===== config.mk =====
export PLATFORM = sky130hd
export DESIGN_NAME = mdu_core
export DESIGN_NICKNAME = d
export VERILOG_FILES = /design/src/rtl/mdu_pkg.sv /design/src/rtl/mdu_lat_timer.sv /design/src/rtl/mdu_mul_engine.sv /design/src/rtl/mdu_div_engine.sv /design/src/rtl/mdu_core.sv
export SDC_FILE = /design/constraint.sdc
export NUM_CORES = 2
export LEC_CHECK = 0
export BUFFER_PORTS_ARGS = -buffer_cell sky130_fd_sc_hd__buf_2
export CORE_ASPECT_RATIO = 1.75
export CORE_MARGIN = 3
export CORE_UTILIZATION = 45
export DETAILED_ROUTE_END_ITERATION = 12
export HOLD_SLACK_MARGIN = 0.08
export PLACE_DENSITY_LB_ADDON = 0.15
export SLEW_MARGIN = 20
export SYNTH_ARGS = -nofsm -noshare
export SYNTH_HDL_FRONTEND = slang
export SYNTH_SLANG_ARGS = --single-unit

===== constraint.sdc =====
create_clock -name clk_i -period 7.4 [get_ports clk_i]
set_input_delay 1.48 -clock clk_i [delete_from_list [all_inputs] [get_ports clk_i]]
set_output_delay 1.48 -clock clk_i [all_outputs]
set_load 0.02 [all_outputs]

===== src/rtl/mdu_pkg.sv =====
package mdu_pkg;

  parameter int unsigned XLEN      = 64;
  parameter int unsigned MUL_DIGIT = 4;   // multiplier bits consumed per step
  parameter int unsigned LAT_MUL_S = 12;
  parameter int unsigned LAT_MUL_D = 20;
  parameter int unsigned LAT_DIV_S = 75;
  parameter int unsigned LAT_DIV_D = 139;

  localparam int unsigned LAT_W = $clog2(LAT_DIV_D + 1);

  typedef struct packed {
    logic dword;
    logic is_div;
    logic uns;
  } mdu_op_t;

  function automatic logic [LAT_W-1:0] op_latency(mdu_op_t op);
    logic [LAT_W-1:0] lat;
    case ({op.dword, op.is_div})
      2'b00:   lat = LAT_W'(LAT_MUL_S);
      2'b10:   lat = LAT_W'(LAT_MUL_D);
      2'b01:   lat = LAT_W'(LAT_DIV_S);
      default: lat = LAT_W'(LAT_DIV_D);
    endcase
    return lat;
  endfunction

endpackage


===== src/rtl/mdu_lat_timer.sv =====
module mdu_lat_timer #(
  parameter int unsigned LW = 8
) (
  input  logic          clk_i,
  input  logic          rst_ni,
  input  logic          issue_i,
  input  logic [LW-1:0] lat_i,
  output logic          busy_o,
  output logic          fire_o
);

  logic [LW-1:0] cnt_q;

  assign busy_o = (cnt_q != '0);
  // a fresh issue on the last cycle aborts the commit
  assign fire_o = (cnt_q == LW'(1)) && !issue_i;

  always_ff @(posedge clk_i or negedge rst_ni) begin
    if (!rst_ni)           cnt_q <= '0;
    else if (issue_i)      cnt_q <= lat_i;
    else if (cnt_q != '0)  cnt_q <= cnt_q - LW'(1);
  end

  AST_ISSUE_BUSY: assert property (@(posedge clk_i) disable iff (!rst_ni)
    (issue_i && lat_i != '0) |=> busy_o);
  AST_FIRE_IDLE: assert property (@(posedge clk_i) disable iff (!rst_ni)
    fire_o |=> !busy_o);

endmodule


===== src/rtl/mdu_mul_engine.sv =====
module mdu_mul_engine #(
  parameter int unsigned W   = 64,
  parameter int unsigned DIG = 4
) (
  input  logic           clk_i,
  input  logic           rst_ni,
  input  logic           start_i,
  input  logic [W-1:0]   a_i,
  input  logic [W-1:0]   b_i,
  output logic           run_o,
  output logic [2*W-1:0] prod_o
);

  localparam int unsigned PW = 2 * W;

  logic [PW-1:0] acc_q, a_sh_q, digit_ext;
  logic [W-1:0]  b_sh_q, b_next;
  logic          run_q;

  assign digit_ext = PW'(b_sh_q[DIG-1:0]);
  assign b_next    = b_sh_q >> DIG;
  assign run_o     = run_q;
  assign prod_o    = acc_q;

  // radix-2^DIG shift-add; stops once no multiplier bits remain
  always_ff @(posedge clk_i or negedge rst_ni) begin
    if (!rst_ni) begin
      acc_q  <= '0;
      a_sh_q <= '0;
      b_sh_q <= '0;
      run_q  <= 1'b0;
    end else if (start_i) begin
      acc_q  <= '0;
      a_sh_q <= PW'(a_i);
      b_sh_q <= b_i;
      run_q  <= 1'b1;
    end else if (run_q) begin
      acc_q  <= acc_q + a_sh_q * digit_ext;
      a_sh_q <= a_sh_q << DIG;
      b_sh_q <= b_next;
      run_q  <= (b_next != '0);
    end
  end

  AST_MUL_SHRINK: assert property (@(posedge clk_i) disable iff (!rst_ni)
    (run_q && !start_i && b_sh_q != '0) |=> (b_sh_q < $past(b_sh_q)));

endmodule


===== src/rtl/mdu_div_engine.sv =====
module mdu_div_engine #(
  parameter int unsigned W = 64
) (
  input  logic         clk_i,
  input  logic         rst_ni,
  input  logic         start_i,
  input  logic         half_i,
  input  logic [W-1:0] dvd_i,
  input  logic [W-1:0] dvs_i,
  output logic         run_o,
  output logic [W-1:0] quo_o,
  output logic [W-1:0] rem_o
);

  localparam int unsigned CW = $clog2(W + 1);
  localparam int unsigned HW = W / 2;

  logic [W-1:0]  rem_q, quo_q, dvs_q;
  logic [CW-1:0] cnt_q;
  logic [W+1:0]  trial;

  // two guard bits keep the sign of the trial subtraction exact
  assign trial = {1'b0, rem_q, quo_q[W-1]} - {2'b00, dvs_q};
  assign run_o = (cnt_q != '0);
  assign quo_o = quo_q;
  assign rem_o = rem_q;

  always_ff @(posedge clk_i or negedge rst_ni) begin
    if (!rst_ni) begin
      rem_q <= '0;
      quo_q <= '0;
      dvs_q <= '0;
      cnt_q <= '0;
    end else if (start_i) begin
      rem_q <= '0;
      dvs_q <= dvs_i;
      quo_q <= half_i ? {dvd_i[HW-1:0], {HW{1'b0}}} : dvd_i;
      cnt_q <= half_i ? CW'(HW) : CW'(W);
    end else if (cnt_q != '0) begin
      if (!trial[W+1]) begin
        rem_q <= trial[W-1:0];
        quo_q <= {quo_q[W-2:0], 1'b1};
      end else begin
        rem_q <= {rem_q[W-2:0], quo_q[W-1]};
        quo_q <= {quo_q[W-2:0], 1'b0};
      end
      cnt_q <= cnt_q - CW'(1);
    end
  end

  AST_REM_BOUND: assert property (@(posedge clk_i) disable iff (!rst_ni)
    (cnt_q != '0 && dvs_q != '0) |-> (rem_q < dvs_q));

endmodule


===== src/rtl/mdu_core.sv =====
module mdu_core
  import mdu_pkg::*;
#(
  parameter int unsigned XW = XLEN
) (
  input  logic          clk_i,
  input  logic          rst_ni,
  input  logic          cmd_valid_i,
  input  logic [2:0]    cmd_op_i,
  input  logic [XW-1:0] cmd_a_i,
  input  logic [XW-1:0] cmd_b_i,
  input  logic          rd_req_i,
  input  logic          rd_sel_i,
  output logic [XW-1:0] rd_data_o,
  output logic          stall_o,
  output logic          busy_o
);

  localparam int unsigned HW = XW / 2;
  localparam int unsigned PW = 2 * XW;

  function automatic logic [XW-1:0] sext_half(logic [HW-1:0] v);
    return {{HW{v[HW-1]}}, v};
  endfunction

  function automatic logic [XW-1:0] widen(logic [XW-1:0] v, mdu_op_t op);
    logic [XW-1:0] r;
    if (op.dword)    r = v;
    else if (op.uns) r = {{HW{1'b0}}, v[HW-1:0]};
    else             r = sext_half(v[HW-1:0]);
    return r;
  endfunction

  mdu_op_t       op_in, op_q;
  logic [XW-1:0] ext_a, ext_b, mag_a, mag_b;
  logic          neg_a, neg_b, neg_a_q, neg_b_q;
  logic [XW-1:0] hi_q, lo_q, hi_d, lo_d;
  logic          fire, mul_run, div_run;
  logic [PW-1:0] prod, sprod;
  logic [XW-1:0] quo, rem, squo, srem;

  assign op_in = mdu_op_t'(cmd_op_i);
  assign ext_a = widen(cmd_a_i, op_in);
  assign ext_b = widen(cmd_b_i, op_in);
  assign neg_a = !op_in.uns && ext_a[XW-1];
  assign neg_b = !op_in.uns && ext_b[XW-1];
  assign mag_a = neg_a ? -ext_a : ext_a;
  assign mag_b = neg_b ? -ext_b : ext_b;

  mdu_lat_timer #(.LW(LAT_W)) u_timer (
    .clk_i   (clk_i),
    .rst_ni  (rst_ni),
    .issue_i (cmd_valid_i),
    .lat_i   (op_latency(op_in)),
    .busy_o  (busy_o),
    .fire_o  (fire)
  );

  mdu_mul_engine #(.W(XW), .DIG(MUL_DIGIT)) u_mul (
    .clk_i   (clk_i),
    .rst_ni  (rst_ni),
    .start_i (cmd_valid_i && !op_in.is_div),
    .a_i     (mag_a),
    .b_i     (mag_b),
    .run_o   (mul_run),
    .prod_o  (prod)
  );

  mdu_div_engine #(.W(XW)) u_div (
    .clk_i   (clk_i),
    .rst_ni  (rst_ni),
    .start_i (cmd_valid_i && op_in.is_div),
    .half_i  (!op_in.dword),
    .dvd_i   (mag_a),
    .dvs_i   (mag_b),
    .run_o   (div_run),
    .quo_o   (quo),
    .rem_o   (rem)
  );

  // sign restore and placement into the result pair
  always_comb begin
    sprod = (neg_a_q ^ neg_b_q) ? -prod : prod;
    squo  = (neg_a_q ^ neg_b_q) ? -quo : quo;
    srem  = neg_a_q ? -rem : rem;
    if (op_q.is_div) begin
      hi_d = op_q.dword ? srem : sext_half(srem[HW-1:0]);
      lo_d = op_q.dword ? squo : sext_half(squo[HW-1:0]);
    end else if (op_q.dword) begin
      hi_d = sprod[PW-1:XW];
      lo_d = sprod[XW-1:0];
    end else begin
      hi_d = sext_half(sprod[XW-1:HW]);
      lo_d = sext_half(sprod[HW-1:0]);
    end
  end

  always_ff @(posedge clk_i or negedge rst_ni) begin
    if (!rst_ni) begin
      op_q    <= '0;
      neg_a_q <= 1'b0;
      neg_b_q <= 1'b0;
      hi_q    <= '0;
      lo_q    <= '0;
    end else begin
      if (cmd_valid_i) begin
        op_q    <= op_in;
        neg_a_q <= neg_a;
        neg_b_q <= neg_b;
      end
      if (fire) begin
        hi_q <= hi_d;
        lo_q <= lo_d;
      end
    end
  end

  assign stall_o   = rd_req_i && busy_o;
  assign rd_data_o = rd_sel_i ? hi_q : lo_q;

  AST_ENGINE_READY: assert property (@(posedge clk_i) disable iff (!rst_ni)
    fire |-> (op_q.is_div ? !div_run : !mul_run));
  AST_HOLD_IDLE: assert property (@(posedge clk_i) disable iff (!rst_ni)
    (!busy_o && !cmd_valid_i) |=> ($stable(hi_q) && $stable(lo_q)));
  AST_IDLE_NOSTALL: assert property (@(posedge clk_i) disable iff (!rst_ni)
    !busy_o |-> !stall_o);

endmodule


==> impl_metrics.py <==
metrics = {
    "clock_tree": {
        "cts.sinks": 660,
        "path_clk_slew_ps": 70,
        "cts_hold_buf": 0,
        "post-cts-setup-buffers": 0,
        "htreeDepth": 3,
        "cts_resized": 0,
        "worstSkewPairLatency_ps": 720,
        "cts_tree": "built",
        "numCtsBuffers": 76,
        "cts_buffer_depth": 3,
        "root_buffer": "clkbuf_16",
    },
    "pwr": {
        "p_leak_uw": 0.0319,
        "vdd_drop_max_v": 0.000410,
        "p_clk_share_pct": 12.2,
        "combinationalPowerShare_pct": 68.9,
        "switching_share_pct": 54.7,
        "powerDensity_nw_per_um2": 498,
        "p_switching_uw": 18800,
        "power_frac_seq_pct": 18.9,
        "internal_power_uw": 15600,
    },
    "logic_synthesis": {
        "synth_edf_count": 0,
        "yosysUniqueCellTypes": 83,
        "netlist_area_um2": 63500,
        "synth_area_per_cell_um2": 8.13,
        "netlist_top_cells_count": "inv_1, nand2_1, dfrtp_1, a21oi_1, nor2_1",
        "synth_cells": 7813,
        "synthTopCellsByArea": "dfrtp_1, fa_1, a21oi_1",
        "ys_seq_area_share_pct": 26.0,
        "yosys.area.top_type": "dfrtp_1",
        "synth_ff_type": "dfrtp_1",
        "yosysTopAreaCellShare_pct": 26.0,
        "synthesis.nets": 8527,
        "synthArstFlopShare_pct": 100,
        "ys_warn_count": 0,
        "synth_most_common_cell": "inv_1",
        "ys_ff_latch": 660,
    },
    "setup_path": {
        "crit_start": "u_mul.b_sh_q[3]",
        "worstSetupPathType": "register to register",
        "cp-end-kind": "register",
        "r2r_cells": 20,
        "worstPathArrival_ps": 7620,
        "reg2reg_to": "u_mul.prod_o[126]",
        "critPathRequiredTime_ps": 7940,
        "crit_end": "u_mul.prod_o[126]",
        "cp_max_fo": 30,
        "cp-start-kind": "register",
        "r2r-start": "u_mul.b_sh_q[3]",
        "reg2reg_slack_ps": 320,
    },
    "floorplanning": {
        "die_area_um2": 146000,
        "row_count": 181,
        "num_io_pins": 202,
        "die_w_um": 290,
        "die_y_um": 503,
        "core_region_area_um2": 140000,
        "start_util_pct": 45.5,
    },
    "layout": {
        "seq_area_um2": 16500,
        "multiInputGateArea_um2": 42500,
        "final_nets": 8475,
        "syn2layout_area_growth_pct": 8.77,
        "drive_gt1_share_pct": 7.67,
        "fillers": 13870,
        "instances_no_fill": 9668,
    },
    "routing": {
        "via_per_inst": 6.07,
        "wirelength_um": 263000,
        "wl_per_cell_um": 27.2,
        "drt_iter0_markers": 5021,
        "ant_nets": 0,
        "drcViolationCount": 0,
        "vias": 58702,
        "first_pass_iters": 6,
    },
    "global_routing": {
        "antenna_found_initial": 36,
        "gr-usage-all-layers_pct": 35.4,
        "overflow": 0,
        "grt_pass1_wl_um": 388000,
        "grt_max_degree": 178,
        "grt_pass1_vias": 59137,
    },
    "worst_hold_path": {
        "worstHoldPathType": "register to register",
    },
    "placement": {
        "dpl.hpwl_um": 206000,
        "place_congestion": 1.04,
        "dpl_worst_slack_ps": 541,
        "placedCellCount": 9512,
        "io_buffers": 201,
    },
    "timing": {
        "setup_slack_ps": 318,
        "finClkSkew_ps": 33.3,
        "slew_headroom_pct": 15.3,
        "finalSetupViolations": 0,
        "worstMarginPinSlew_ps": 1270,
        "hold_viol": 0,
        "period_share_pct": 95.7,
        "report.final.slew_viol_count": 0,
        "layout_min_cycle_time_ps": 7080,
        "holdWs_ps": 459,
        "fmax_ghz": 0.141,
        "rsz0062_at_grt": "no",
    },
    "flow_run": {
        "cap_violations": 0,
    },
    "status": {
        "outcome": "finished, final reports clean",
    },
}
## per-stage QoR
stage	cell area, µm²	total power [µW]	utilization [%]	TNS [ps]
after floorplan	63500	21700	-	0
after global placement	66300	29600	47.5	-6140
after detailed placement	66300	29700	47.5	0
after CTS	69000	34000	49.4	0
after global routing	69000	36800	49.5	0
final	69000	34400	49.5	0
## cell families after synthesis
| family | after synthesis | synth area share, % |
|---|---|---|
| xor gates and xnor gates | 533 | 7.35 |
| and+or+nand+nor | 2499 | 19.3 |
| muxes | 288 | 4.70 |
| adders and majority gates | 578 | 15.8 |
| AOI/OAI and AO/OA | 2040 | 19.5 |
| DFF | 660 | 26.0 |
| buffers and inverters | 1215 | 7.24 |
## worst max-delay path, cell delays in order, from the launching register on
cell and delay (ps):
dfrtp_2 860, buf_4 390, and2_1 200, fa_1 420, fa_1 550, inv_1 60
fa_1 500, inv_1 40, ha_1 370, a21oi_1 220, o21ai_0 260, a21boi_0 480
o21ai_0 260, a2111oi_2 380, buf_2 250, nand3_1 420, a21oi_1 410, a31oi_1 180
a221oi_1 340, xor2_1 160, o21ai_0 100
## registers in the layout, summed over array words and instances, names as in the netlist
name,flops
hi_q,64
lo_q,64
neg_a_q,1
neg_b_q,1
op_q,2
u_div.cnt_q,7
u_div.dvs_q,64
u_div.quo_o,64
u_div.rem_o,64
u_mul.a_sh_q,128
u_mul.b_sh_q,64
u_mul.prod_o,128
u_mul.run_o,1
u_timer.cnt_q,8
## placed cells by master, fill, tap and decap left out, types with 20 or more instances in the layout
cell type  count
inv_1        753
nand2_1      714
dfrtp_1      652
a21oi_1      639
nor2_1       586
o21ai_0      577
and2_1       489
fa_1         375
xnor2_1      343
mux2i_1      218
ha_1         203
buf_2        199
xor2_1       185
a211oi_1     133
nor3_1       128
nand4_1      118
buf_4        115
o31ai_1      106
nor2b_1       98
a21o_1        98
a31oi_1       91
clkbuf_16     76
nor4_1        75
nand3_1       71
mux2_2        69
or3_1         59
o22ai_1       54
o21bai_1      46
o41ai_1       40
or4_1         35
nand2b_1      34
o211ai_1      25
o21a_1        24
and3_1        23
o221ai_1      23
or2_2         21
a21boi_0      20
## area by class of cell
| class | count | area share (%) |
|---|---|---|
| inverter | 756 | 4.11 |
| timing repair buffer | 329 | 3.13 |
| sequential | 660 | 23.9 |
| clock buffer | 97 | 3.03 |
| multi-input combinational | 5938 | 61.6 |
| clock inverter | 39 | 0.814 |
| tap | 1830 | 3.32 |
| antenna | 19 | 0.0689 |
## power by group through the flow
stage          registers [µW]  logic, µW  clock network, µW
4_1_cts                  6450      23300               4260
2_1_floorplan            5670      16000                  0
5_1_grt                  6570      25900               4370
3_5_place_dp             6510      23200                  0
3_3_place_gp             6490      23100                  0
6_report                 6480      23700               4190
## per-layer routing
layer / wire (µm) / track usage [%] / share of wire, % / up-vias
met5: 155 / 0 / 0.059 / -
met4: 24800 / 27.5 / 9.5 / 24
met3: 17700 / 6.17 / 6.7 / 774
met2: 126000 / 60.6 / 48 / 2393
met1: 93700 / 39.1 / 36 / 28910
li1: - / - / - / 26601
## how the worst min path moves through the flow
stage	start	end	slack, ps	cells past startpoint
after floorplan	hi_q[13]	hi_q[13]	430	2
after global placement	hi_q[23]	hi_q[23]	450	2
after detailed placement	hi_q[23]	hi_q[23]	450	2
after CTS	hi_q[23]	hi_q[23]	460	2
after global routing	hi_q[39]	hi_q[39]	500	2
final	hi_q[23]	hi_q[23]	460	2
No activity file was read; power rests on OpenSTA's default activity.
